===== config.mk =====
export PLATFORM = sky130hd
export DESIGN_NAME = alu_flag_branch
export DESIGN_NICKNAME = d
export VERILOG_FILES = /design/src/rtl/alu_flag_pkg.sv /design/src/rtl/alu_datapath.sv /design/src/rtl/status_reg.sv /design/src/rtl/branch_eval.sv /design/src/rtl/alu_flag_branch.sv
export SDC_FILE = /design/constraint.sdc
export NUM_CORES = 1
export LEC_CHECK = 0
export BUFFER_PORTS_ARGS = -buffer_cell sky130_fd_sc_hd__buf_2
export CORE_UTILIZATION = 53
export CTS_CLUSTER_SIZE = 25
export DETAILED_ROUTE_END_ITERATION = 6
export GPL_ROUTABILITY_DRIVEN = 1
export HOLD_SLACK_MARGIN = 0.15
export PLACE_DENSITY = 0.85
export SYNTH_ARGS = -nofsm -noshare
export SYNTH_HDL_FRONTEND = slang
export SYNTH_SLANG_ARGS = --single-unit

===== constraint.sdc =====
create_clock -name clk -period 3 [get_ports clk]
set_clock_uncertainty 0.1 [all_clocks]
set_input_delay 0.3 -clock clk [delete_from_list [all_inputs] [get_ports clk]]
set_output_delay 0.3 -clock clk [all_outputs]
set_load 0.005 [all_outputs]

===== src/rtl/alu_flag_pkg.sv =====
package alu_flag_pkg;

  localparam logic [2:0] OP_ADD = 3'd0;
  localparam logic [2:0] OP_SUB = 3'd1;
  localparam logic [2:0] OP_CMP = 3'd2;
  localparam logic [2:0] OP_AND = 3'd3;
  localparam logic [2:0] OP_TST = 3'd4;

  localparam logic [2:0] CC_ZERO  = 3'd0;
  localparam logic [2:0] CC_NZERO = 3'd1;
  localparam logic [2:0] CC_CARRY = 3'd2;
  localparam logic [2:0] CC_NCARRY = 3'd3;
  localparam logic [2:0] CC_PLUS  = 3'd4;
  localparam logic [2:0] CC_MINUS = 3'd5;
  localparam logic [2:0] CC_OVF   = 3'd6;
  localparam logic [2:0] CC_NOVF  = 3'd7;

  typedef struct packed {
    logic c;
    logic z;
    logic s;
    logic v;
  } status_t;

endpackage


===== src/rtl/alu_datapath.sv =====
module alu_datapath
  import alu_flag_pkg::*;
#(
  parameter int W = 8
) (
  input  logic [W-1:0] a,
  input  logic [W-1:0] b,
  input  logic [2:0]   op,
  output logic [W-1:0] result,
  output status_t      status,
  output logic         emits_word,
  output logic         known_op
);

  localparam int LOW = W - 1;

  logic         sub_mode;
  logic         logic_mode;
  logic [W-1:0] b_eff;
  logic [LOW:0] low_sum;
  logic         carry_into_top;
  logic         carry_out_top;
  logic         top_bit;
  logic [W-1:0] arith_res;

  assign sub_mode   = (op == OP_SUB) || (op == OP_CMP);
  assign logic_mode = (op == OP_AND) || (op == OP_TST);
  assign b_eff      = sub_mode ? ~b : b;

  // lower W-1 bits with carry-in; the extra bit is the carry into the top bit
  assign low_sum        = {1'b0, a[LOW-1:0]} + {1'b0, b_eff[LOW-1:0]}
                          + {{LOW{1'b0}}, sub_mode};
  assign carry_into_top = low_sum[LOW];
  assign top_bit        = a[W-1] ^ b_eff[W-1] ^ carry_into_top;
  assign carry_out_top  = (a[W-1] & b_eff[W-1]) | (carry_into_top & (a[W-1] ^ b_eff[W-1]));
  assign arith_res      = {top_bit, low_sum[LOW-1:0]};

  assign result = logic_mode ? (a & b) : arith_res;

  always_comb begin
    status.z = ~|result;
    status.s = result[W-1];
    status.c = logic_mode ? 1'b0 : carry_out_top;
    status.v = logic_mode ? 1'b0 : (carry_into_top ^ carry_out_top);
  end

  assign emits_word = (op == OP_ADD) || (op == OP_SUB) || (op == OP_AND);
  assign known_op   = sub_mode || logic_mode || (op == OP_ADD);

endmodule


===== src/rtl/status_reg.sv =====
module status_reg
  import alu_flag_pkg::*;
(
  input  logic    clk,
  input  logic    rst_n,
  input  logic    load,
  input  status_t d,
  output status_t q
);

  always_ff @(posedge clk or negedge rst_n) begin
    if (!rst_n) q <= '0;
    else if (load) q <= d;
  end

endmodule


===== src/rtl/branch_eval.sv =====
module branch_eval
  import alu_flag_pkg::*;
(
  input  logic [2:0] cond,
  input  status_t    st,
  output logic       taken
);

  always_comb begin
    unique case (cond)
      CC_ZERO:   taken = st.z;
      CC_NZERO:  taken = ~st.z;
      CC_CARRY:  taken = st.c;
      CC_NCARRY: taken = ~st.c;
      CC_PLUS:   taken = ~st.s;
      CC_MINUS:  taken = st.s;
      CC_OVF:    taken = st.v;
      CC_NOVF:   taken = ~st.v;
      default:   taken = 1'b0;
    endcase
  end

endmodule


===== src/rtl/alu_flag_branch.sv =====
module alu_flag_branch
  import alu_flag_pkg::*;
#(
  parameter int W = 8
) (
  input  logic         clk,
  input  logic         rst_n,
  input  logic         in_valid,
  output logic         in_ready,
  input  logic [W-1:0] op_a,
  input  logic [W-1:0] op_b,
  input  logic [2:0]   op_sel,
  input  logic         flag_we,
  output logic         res_valid,
  input  logic         res_ready,
  output logic [W-1:0] res_data,
  output logic         flag_c,
  output logic         flag_z,
  output logic         flag_s,
  output logic         flag_v,
  input  logic [2:0]   cond,
  output logic         taken
);

  logic [W-1:0] dp_result;
  status_t      dp_status;
  status_t      st_q;
  logic         dp_emits;
  logic         dp_known;
  logic         accept;

  alu_datapath #(.W(W)) u_dp (
    .a          (op_a),
    .b          (op_b),
    .op         (op_sel),
    .result     (dp_result),
    .status     (dp_status),
    .emits_word (dp_emits),
    .known_op   (dp_known)
  );

  status_reg u_st (
    .clk   (clk),
    .rst_n (rst_n),
    .load  (accept && flag_we && dp_known),
    .d     (dp_status),
    .q     (st_q)
  );

  branch_eval u_br (
    .cond  (cond),
    .st    (st_q),
    .taken (taken)
  );

  assign in_ready = !res_valid || res_ready;
  assign accept   = in_valid && in_ready;

  always_ff @(posedge clk or negedge rst_n) begin
    if (!rst_n) begin
      res_valid <= 1'b0;
      res_data  <= '0;
    end else if (accept) begin
      res_valid <= dp_emits;
      if (dp_emits) res_data <= dp_result;
    end else if (res_ready) begin
      res_valid <= 1'b0;
    end
  end

  assign flag_c = st_q.c;
  assign flag_z = st_q.z;
  assign flag_s = st_q.s;
  assign flag_v = st_q.v;

endmodule


==> metrics.md <==
| Metric | Value |
|---|---|
| Status | finished with violations |
| Failing checks | setup timing |
| Vias per inst | 5.87 |
| Final setup violation count | 3 |
| Worst Setup EP | u_st.q[2]$_DFFE_PN0P_ |
| Power Density | 493 mW/mm^2 |
| Slew headroom | 75.6% |
| Synthesized area | 0.00115 mm^2 |
| Worst r2r src | res_valid$_DFFE_PN0P_ |
| Design area | 0.00175 mm^2 |
| Antenna diode count | 0 |
| Std-Cell Rows | 16 |
| Final hold vios | 0 |
| Most common cell after layout, fill and taps aside | buf_2 |
| Number of synthesized flops with an enable pin | 0 |
| Crit start category | input port |
| Netlist cell types | 41 |
| Die Y | 48.7 um |
| Initial antenna violation count | 0 |
| Critical Path AT | 3.61 ns |
| WP data required | 3.08 ns |
| FF-to-FF path depth | 4 |
| Syn Inst Count | 125 |
| Fin nets | 232 |
| CTS buffer count | 3 |
| CTS Sinks | 13 |
| CORE AREA | 0.00200 mm^2 |
| Most frequent cells in the layout | buf_2, buf_4, dfrtp_1 |
| Area delta synth->final | 51.3% |
| FF-to-FF setup slack | 1.21 ns |
| Initial core utilization | 57.6% |
| Overall global routing resource usage | 30.3% |
| CTS max path bufs | 2 |
| Residual DRC | 0 |
| Placed instance area | 0.00158 mm^2 |
| Synth Register Bits | 13 |
| DP HPWL | 2410 um |
| YS warnings | 0 |
| HP Class | input port to register |
| Main flop type after synthesis | dfrtp_1 |
| Reg2reg end | u_st.q[2]$_DFFE_PN0P_ |
| Seq/Total Area, Yosys | 28.2% |
| DRT antenna net count | 0 |
| Via count of the routed design | 1297 |
| Leakage power | 0.000857 uW |
| FFs w/ async S/R, synth | 100% |
| Placer Congestion | 0.900 |
| Routed WL | 3710 um |
| Avg Synthesized Cell Area | 9.23 um^2 |
| H-tree levels | 1 |
| Fin worst setup slack | -0.529 ns |
| First-pass GRT wire length | 5420 um |
| Highest Clock Rate | 0.283 GHz |
| Hold path start | res_ready |
| Clock transition at path regs | 0.08 ns |
| IO buf count | 41 |
| Drt first pass iters | 4 |
| CTS tree | built |
| Final worst-path cycle share | 118% |
| Origin of the worst setup path | op_sel[0] |
| Share of layout cells above drive strength 1 | 47.9% |
| Pin count of the biggest net entering global routing | 14 |
| Peak VDD IR | 0.000523 V |
| Pre-CTS setup slack | -0.839 ns |
| First-iteration detailed-routing DRC count | 26 |
| WS Path Type | input port to register |
| Die span in x | 48.7 um |
| Routed WL per cell | 16.8 um |
| Clk_lat worst skew | 0.28 ns |
| Crit end category | register |
| RSZ-0062 raised after global routing | yes |
| Die area | 0.00237 mm^2 |
| Post-Syn Nets | 162 |
| I/O pin cnt | 42 |
| Number of global-route vias before repair | 1223 |
| Root Buffer | clkbuf_4 |
| Slew Viols, Final | 0 |
| Largest fanout on the critical path | 4 |
| Final min period | 3.53 ns |
| Slew at the pin closest to its max-slew limit | 0.360 ns |
| Max Cap Viol | 0 |
| GRT overflow | 0 |
-- power breakdown --
part	internal [uW]	switching, uW
Sequential	228	33.1
Clock	51.7	58.7
Combinational	255	234
-- synth_stat cells, types with 2 or more instances --
cell / number / area, um^2
xor2_1: 13 / 114
xnor2_1: 2 / 17.5
mux2i_1: 2 / 20.0
and2_1: 2 / 12.5
nand4_1: 2 / 12.5
fa_1: 2 / 40.0
o21ai_1: 4 / 20.0
a21o_1: 2 / 15.0
o21ai_0: 3 / 15.0
inv_1: 2 / 7.51
nor2_1: 10 / 37.5
ha_1: 8 / 100
nor2b_1: 2 / 12.5
mux2_2: 5 / 56.3
a21oi_1: 7 / 35.0
o21a_1: 2 / 15.0
nand3_1: 4 / 20.0
nand2_1: 12 / 45.0
a32o_1: 4 / 40.0
clkbuf_1: 2 / 7.51
dfrtp_1: 13 / 325
nor3_1: 3 / 15.0
-- cell families after synthesis --
kind of cell	count (synthesis)	share of synthesized area [%]
DFF	13	28.2
buffers and inverters	8	3.69
adders and majority gates	10	12.1
muxes	8	8.57
and+or+nand+nor	40	16.6
AOI/OAI and AO/OA	31	19.4
xor gates and xnor gates	15	11.4
-- critical path, stage by stage --
cell and delay [ns]:
buf_8 0.11, xnor2_4 0.14, nor2_4 0.20, xor2_2 0.18, ha_1 0.29, nor3_2 0.27, nor2_2 0.08, a311oi_2 0.28
o21bai_1 0.13, fa_1 0.50, a32o_2 0.27, a22oi_2 0.14, nand2_1 0.08, or4_1 0.42, o41ai_2 0.21
-- metal layers --
layer	vias up	track usage [%]	routed length [um]
met5	-	0	0
met3	19	2.20	148
met4	0	20.6	176
met1	618	35.5	1450
met2	67	52.5	1940
li1	593	-	-
-- flip-flops by register name, summed over array words and instances (netlist names) --
name	flops
res_data	8
u_st.q	4
res_valid	1
-- repair_timing --
action | in CTS | in global routing
gates resized for setup | 11 | 10
hold buffers | 1 | 0
pin swaps | 2 | 1
hold endpoints to repair | 13 | 0
cloned | 0 | 0
setup endpoints to repair | 3 | 3
buffers inserted | 3 | 4
-- area by class of cell --
class,instances,area (um^2)
multi-input combinational,104,896
timing repair buffer,70,453
sequential,13,325
fill,114,256
tap,27,33.8
clock buffer,4,26.3
inverter,3,11.3
-- per-stage QoR --
step | TNS [ns] | util, % | hold slack (ns) | instances | power [uW]
3_3_place_gp | -1.60 | 78.7 | 0.0860 | 212 | 668
5_1_grt | -1.28 | 87.2 | 0.251 | 221 | 915
4_1_cts | -0.903 | 83.1 | 0.231 | 218 | 819
2_1_floorplan | -1.31 | - | -0.0956 | 125 | 498
6_report | -1.13 | 87.2 | 0.257 | 221 | 861
3_5_place_dp | -2.05 | 78.7 | 0.0961 | 212 | 685
-- worst min-delay path by stage --
stage / endpoint / cells past startpoint / slack (ns)
6_report: res_valid$_DFFE_PN0P_ / 3 / 0.26
5_1_grt: u_st.q[0]$_DFFE_PN0P_ / 3 / 0.25
4_1_cts: u_st.q[0]$_DFFE_PN0P_ / 3 / 0.23
3_5_place_dp: res_data[6]$_DFFE_PN0P_ / 1 / 0.1
3_3_place_gp: res_data[4]$_DFFE_PN0P_ / 1 / 0.09
2_1_floorplan: res_data[0]$_DFFE_PN0P_ / 0 / -0.1
Power figures use the tool's default switching activity.
